File: src/rtl/uvr_pkg.sv
package uvr_pkg;
  typedef struct packed {
    logic shiftEn;   // capture shiftBit into the assembly register
    logic shiftBit;  // voted line value at mid-bit
    logic push;      // character complete, write to FIFO
    logic pushErr;   // stop sample was low
  } rxStrobe_t;
endpackage

File: src/rtl/uvr_ctrl.sv
module uvr_ctrl
  import uvr_pkg::*;
#(
  parameter int OVS       = 16,
  parameter int DATA_BITS = 8,
  parameter int START_LOW = 7
) (
  input  logic       clk,
  input  logic       rst,
  input  logic       rxLine,
  input  logic       tickEn,
  output rxStrobe_t  strobe
);
  localparam int CW   = $clog2(OVS);
  localparam int BW   = $clog2(DATA_BITS);
  localparam int MID  = OVS / 2 - 1;
  localparam int LAST = OVS - 1;

  typedef enum logic [1:0] {S_IDLE, S_START, S_DATA, S_STOP} rxState_e;

  logic [2:0]    hist;
  logic          voted;
  logic          lastVal;
  rxState_e      state;
  logic [CW-1:0] cnt;
  logic [BW-1:0] bitIdx;

  assign voted = (hist[0] & hist[1]) | (hist[1] & hist[2]) | (hist[0] & hist[2]);

  always_ff @(posedge clk) begin
    if (rst) begin
      hist    <= 3'b111;
      lastVal <= 1'b1;
      state   <= S_IDLE;
      cnt     <= '0;
      bitIdx  <= '0;
    end else begin
      hist <= {hist[1:0], rxLine};
      if (tickEn) begin
        lastVal <= voted;
        unique case (state)
          S_IDLE: if (lastVal && !voted) begin
            state <= S_START;
            cnt   <= CW'(1);
          end
          S_START: begin
            if (cnt < CW'(START_LOW) && voted) begin
              state <= S_IDLE;
              cnt   <= '0;
            end else if (cnt == CW'(LAST)) begin
              state  <= S_DATA;
              cnt    <= '0;
              bitIdx <= '0;
            end else begin
              cnt <= cnt + 1'b1;
            end
          end
          S_DATA: begin
            if (cnt == CW'(LAST)) begin
              cnt <= '0;
              if (bitIdx == BW'(DATA_BITS - 1)) state <= S_STOP;
              else bitIdx <= bitIdx + 1'b1;
            end else begin
              cnt <= cnt + 1'b1;
            end
          end
          S_STOP: begin
            if (cnt == CW'(MID)) begin
              state <= S_IDLE;
              cnt   <= '0;
            end else begin
              cnt <= cnt + 1'b1;
            end
          end
          default: state <= S_IDLE;
        endcase
      end
    end
  end

  always_comb begin
    strobe.shiftEn  = tickEn && (state == S_DATA) && (cnt == CW'(MID));
    strobe.shiftBit = voted;
    strobe.push     = tickEn && (state == S_STOP) && (cnt == CW'(MID));
    strobe.pushErr  = ~voted;
  end
endmodule

File: src/rtl/uvr_data.sv
module uvr_data
  import uvr_pkg::*;
#(
  parameter int DATA_BITS = 8,
  parameter int DEPTH     = 8
) (
  input  logic                         clk,
  input  logic                         rst,
  input  rxStrobe_t                    strobe,
  input  logic                         rdStrobe,
  input  logic                         ovrClear,
  input  logic [$clog2(DEPTH+1)-1:0]   trigLevel,
  output logic [DATA_BITS-1:0]         rdData,
  output logic                         rdFrameErr,
  output logic [$clog2(DEPTH+1)-1:0]   fillLevel,
  output logic                         readyFlag,
  output logic                         overrun
);
  localparam int PW = $clog2(DEPTH);
  localparam int FW = $clog2(DEPTH + 1);

  logic [DATA_BITS-1:0] shreg;
  logic [DATA_BITS:0]   mem [DEPTH];
  logic [PW-1:0]        wrPtr, rdPtr;
  logic [FW-1:0]        fill, fillNext;
  logic                 full, pop, accept, drop;

  assign full     = (fill == FW'(DEPTH));
  assign pop      = rdStrobe && (fill != '0);
  assign accept   = strobe.push && !full;
  assign drop     = strobe.push && full;
  assign fillNext = fill + FW'(accept) - FW'(pop);

  always_ff @(posedge clk) begin
    if (strobe.shiftEn) shreg <= {strobe.shiftBit, shreg[DATA_BITS-1:1]};
    if (accept) mem[wrPtr] <= {strobe.pushErr, shreg};
  end

  always_ff @(posedge clk) begin
    if (rst) begin
      wrPtr     <= '0;
      rdPtr     <= '0;
      fill      <= '0;
      readyFlag <= 1'b0;
      overrun   <= 1'b0;
    end else begin
      if (accept) wrPtr <= wrPtr + 1'b1;
      if (pop)    rdPtr <= rdPtr + 1'b1;
      fill      <= fillNext;
      readyFlag <= (fillNext >= trigLevel);
      if (drop)          overrun <= 1'b1;
      else if (ovrClear) overrun <= 1'b0;
    end
  end

  assign rdData     = mem[rdPtr][DATA_BITS-1:0];
  assign rdFrameErr = mem[rdPtr][DATA_BITS];
  assign fillLevel  = fill;
endmodule

File: src/rtl/uart_vote_rx.sv
module uart_vote_rx
  import uvr_pkg::*;
#(
  parameter int OVS       = 16,
  parameter int DATA_BITS = 8,
  parameter int DEPTH     = 8,
  parameter int START_LOW = 7
) (
  input  logic                       clk,
  input  logic                       rst,
  input  logic                       rxLine,
  input  logic                       tickEn,
  input  logic                       rdStrobe,
  input  logic                       intMask,
  input  logic [$clog2(DEPTH+1)-1:0] trigLevel,
  input  logic                       ovrClear,
  output logic [DATA_BITS-1:0]       rdData,
  output logic                       rdFrameErr,
  output logic [$clog2(DEPTH+1)-1:0] fillLevel,
  output logic                       readyFlag,
  output logic                       irq,
  output logic                       overrun
);
  rxStrobe_t strobe;

  uvr_ctrl #(.OVS(OVS), .DATA_BITS(DATA_BITS), .START_LOW(START_LOW)) u_ctrl (
    .clk(clk), .rst(rst), .rxLine(rxLine), .tickEn(tickEn), .strobe(strobe)
  );

  uvr_data #(.DATA_BITS(DATA_BITS), .DEPTH(DEPTH)) u_data (
    .clk(clk), .rst(rst), .strobe(strobe), .rdStrobe(rdStrobe),
    .ovrClear(ovrClear), .trigLevel(trigLevel), .rdData(rdData),
    .rdFrameErr(rdFrameErr), .fillLevel(fillLevel), .readyFlag(readyFlag),
    .overrun(overrun)
  );

  assign irq = readyFlag & ~intMask;
endmodule

File: config.mk
export PLATFORM = sky130hd
export DESIGN_NAME = uart_vote_rx
export DESIGN_NICKNAME = d
export VERILOG_FILES = /design/src/rtl/uvr_pkg.sv /design/src/rtl/uvr_ctrl.sv /design/src/rtl/uvr_data.sv /design/src/rtl/uart_vote_rx.sv
export SDC_FILE = /design/constraint.sdc
export NUM_CORES = 1
export LEC_CHECK = 0
export ABC_AREA = 1
export BUFFER_PORTS_ARGS = -buffer_cell sky130_fd_sc_hd__clkbuf_2
export CAP_MARGIN = 0
export CORE_ASPECT_RATIO = 0.75
export CORE_MARGIN = 4
export CORE_UTILIZATION = 42
export CTS_BUF_LIST = sky130_fd_sc_hd__clkbuf_4 sky130_fd_sc_hd__clkbuf_8 sky130_fd_sc_hd__clkbuf_16
export DETAILED_ROUTE_END_ITERATION = 10
export SLEW_MARGIN = 20
export SYNTH_ARGS = -nofsm -noshare
export SYNTH_HDL_FRONTEND = slang
export SYNTH_SLANG_ARGS = --single-unit
File: constraint.sdc
create_clock -name clk -period 2.88 [get_ports clk]
set_input_delay 0.144 -clock clk [delete_from_list [all_inputs] [get_ports clk]]
set_output_delay 0.144 -clock clk [all_outputs]
set_load 0.01 [all_outputs]
==> flow_summary.yaml <==
floorplan:
  die_y_um: 98.5
  core_area_mm2: 0.0105
  rows: 32
  die_w_um: 129
  io_pins: 27
  initial_core_util_pct: 43.8
  die-area_mm2: 0.0127
cts:
  cts_buffer_depth: 2
  cts_tree: "yes"
  cts_htree_levels: 3
  clk_pin_slew_ns: 0.07
  cts-buffers-inserted: 9
  clockRootBuffer: "clkbuf_16"
  clock_latency_ns: 0.35
  cts.sinks: 108
cells_and_area:
  finalInstanceArea_mm2: 0.00527
  nNetsFinal: 495
  final_common_cell: "edfxtp_1"
  finalNonFillerCells: 606
  antenna_cells: 0
  final_cell_mix: "edfxtp_1, nor2_1, nand2_1, inv_1, o21ai_0"
  area_growth_pct: 14.8
  fillCellCount: 949
  drive_above_1_share_pct: 16.0
drt:
  num_vias: 3114
  drtPass1Iterations: 5
  route.detailed.drc: 0
  detail_route.wl_per_cell_um: 15.0
  drt_iter0_drc: 260
  via_per_inst: 5.14
  wl_um: 9080
  ant_nets: 0
yosys:
  ys_types: 30
  synth_top_area_cell: "edfxtp_1"
  synth_nets: 456
  synth_area_leaders: "edfxtp_1, dfxtp_1, nor2_1"
  synthCells: 426
  synth_area_mm2: 0.00459
  avgSynthCellArea_um2: 10.8
  ys_seq_area_share_pct: 64.5
  ys_ff_latch: 108
  ys_warn_count: 0
  yosys.area.top_type_share_pct: 52.3
sta:
  final_hold_viol_count: 0
  tightest_slew_ns: 0.486
  clock.fmax_ghz: 0.371
  period_needed_ns: 2.70
  setup_ws_ns: 0.181
  finalCritPeriodShare_pct: 93.7
  finalClockSkew_ns: 0.00750
  slew_headroom_pct: 67.6
  setup_viol: 0
  maxSlewViolCount: 0
pwr:
  p_leak_nw: 2.08
  vdd_drop_max_v: 0.000326
  p_total_mw: 3.85
  power_density_mw_per_mm2: 730
global_routing:
  grt_pass1_wl_um: 14700
  gr-usage-all-layers_pct: 15.1
  grt-ovfl-total: 0
  antenna_found_initial: 0
  grt_max_degree: 37
  grt_pass1_vias: 2904
setup_path:
  crit_path_end_kind: "flop"
  criticalPathCategory: "reg -> reg"
  cp-start-kind: "flop"
  cp.required_ns: 3.13
  crit_path_max_fanout: 7
  cp.arrival_ns: 2.95
placement:
  io_buffer_count: 26
  place_ws_ns: 0.0806
  hpwl_um: 5780
  place_area_mm2: 0.00493
  dpl.cell_count: 587
  globalplace.congestion: 0.835
job:
  cap_violations: 0
outcome:
  status: "finished, final reports clean"
min_path:
  hold_class: "in -> reg"
cell families after synthesis:
group	count (synthesis)	synth area share (%)
AO/OA/AOI/OAI	71	9.68
AND/OR/NAND/NOR	173	15.8
adder cells (fa/ha/maj)	19	5.34
buffers and inverters	54	4.50
flip-flops	108	64.5
XOR/XNOR	1	0.191
where the power goes:
group | total (mW) | switching, mW | internal (mW)
clock | 1.19 | 0.580 | 0.608
combinational | 0.930 | 0.574 | 0.356
sequential | 1.73 | 0.0293 | 1.70
state kept, by name (all words and copies together) (netlist names), 3 cells and up, named ones only:
register / flops
u_data.shreg: 8
u_data.mem: 72
u_data.rdPtr: 3
u_ctrl.bitIdx: 3
u_data.wrPtr: 3
u_data.fillLevel: 4
u_ctrl.hist: 3
u_ctrl.cnt: 4
layer usage:
layer	wire, um	track usage (%)	vias up
li1	-	-	1546
met1	4420	21.2	1493
met2	4110	22.8	66
met3	470	4.77	9
met4	84	3.71	0
met5	0	0	-
path summary, 6_finish.rpt:
| path | from | end | slack, ns | cells past startpoint |
|---|---|---|---|---|
| worst min register to register | u_data.rdPtr[2] | u_data.rdPtr[2] | 0.47 | 1 |
| worst max-delay path | u_ctrl.cnt[0] | u_data.readyFlag | 0.18 | 15 |
| worst min-delay path | ovrClear | u_data.overrun | 0.04 | 4 |
| worst max register to register | u_ctrl.cnt[0] | u_data.readyFlag | 0.18 | 15 |
cells in the mapped netlist (all sizes together):
master	count
a21boi	3
a21oi	17
buf	3
clkbuf	11
clkinv	2
dfxtp	28
edfxtp	80
fa	1
ha	18
inv	38
nand2	68
nand3	11
nand3b	1
nand4	2
nor2	79
nor3	8
o211a	1
o211ai	1
o21ai	30
o21bai	1
o32ai	18
or2	4
xor2	1
stage by stage:
step / setup TNS [ns] / hold slack (ns) / utilization (%)
6_report: 0 / 0.0436 / 50.2
5_1_grt: -0.0110 / 0.0658 / 50.2
4_1_cts: 0 / 0.0331 / 49.9
3_5_place_dp: 0 / 0.353 / 47.0
3_3_place_gp: 0 / 0.368 / 47.0
2_1_floorplan: 0 / 0.248 / -
repair_timing:
item	CTS	global route
hold buffers	1	0
setup endpoints to repair	0	1
hold endpoints to repair	1	0
buffers inserted	0	2
gates resized for setup	0	8
final cells by class:
| cell class | instances | area (um^2) | share of cell area [%] |
|---|---|---|---|
| Clock buffer | 9 | 225 | 4.27 |
| Inverter | 40 | 150 | 2.85 |
| Sequential cell | 108 | 2970 | 56.3 |
| Multi-Input combinational cell | 264 | 1440 | 27.3 |
| Clock inverter | 7 | 65.1 | 1.23 |
| Timing Repair Buffer | 42 | 253 | 4.80 |
| Tap cell | 136 | 170 | 3.23 |
critical path, cell delays in order (launching register included):
cell and delay [ns]:
dfxtp_4 0.38, ha_4 0.15, nand2_2 0.06, nor2_2 0.12, inv_2 0.06, nor3_4 0.15, nand2_2 0.13, inv_1 0.09
ha_2 0.18, fa_1 0.45, ha_1 0.28, a21boi_0 0.12, o21ai_0 0.14, a21boi_0 0.09, o21ai_0 0.14, inv_1 0.05
Power figures use the tool's default switching activity.
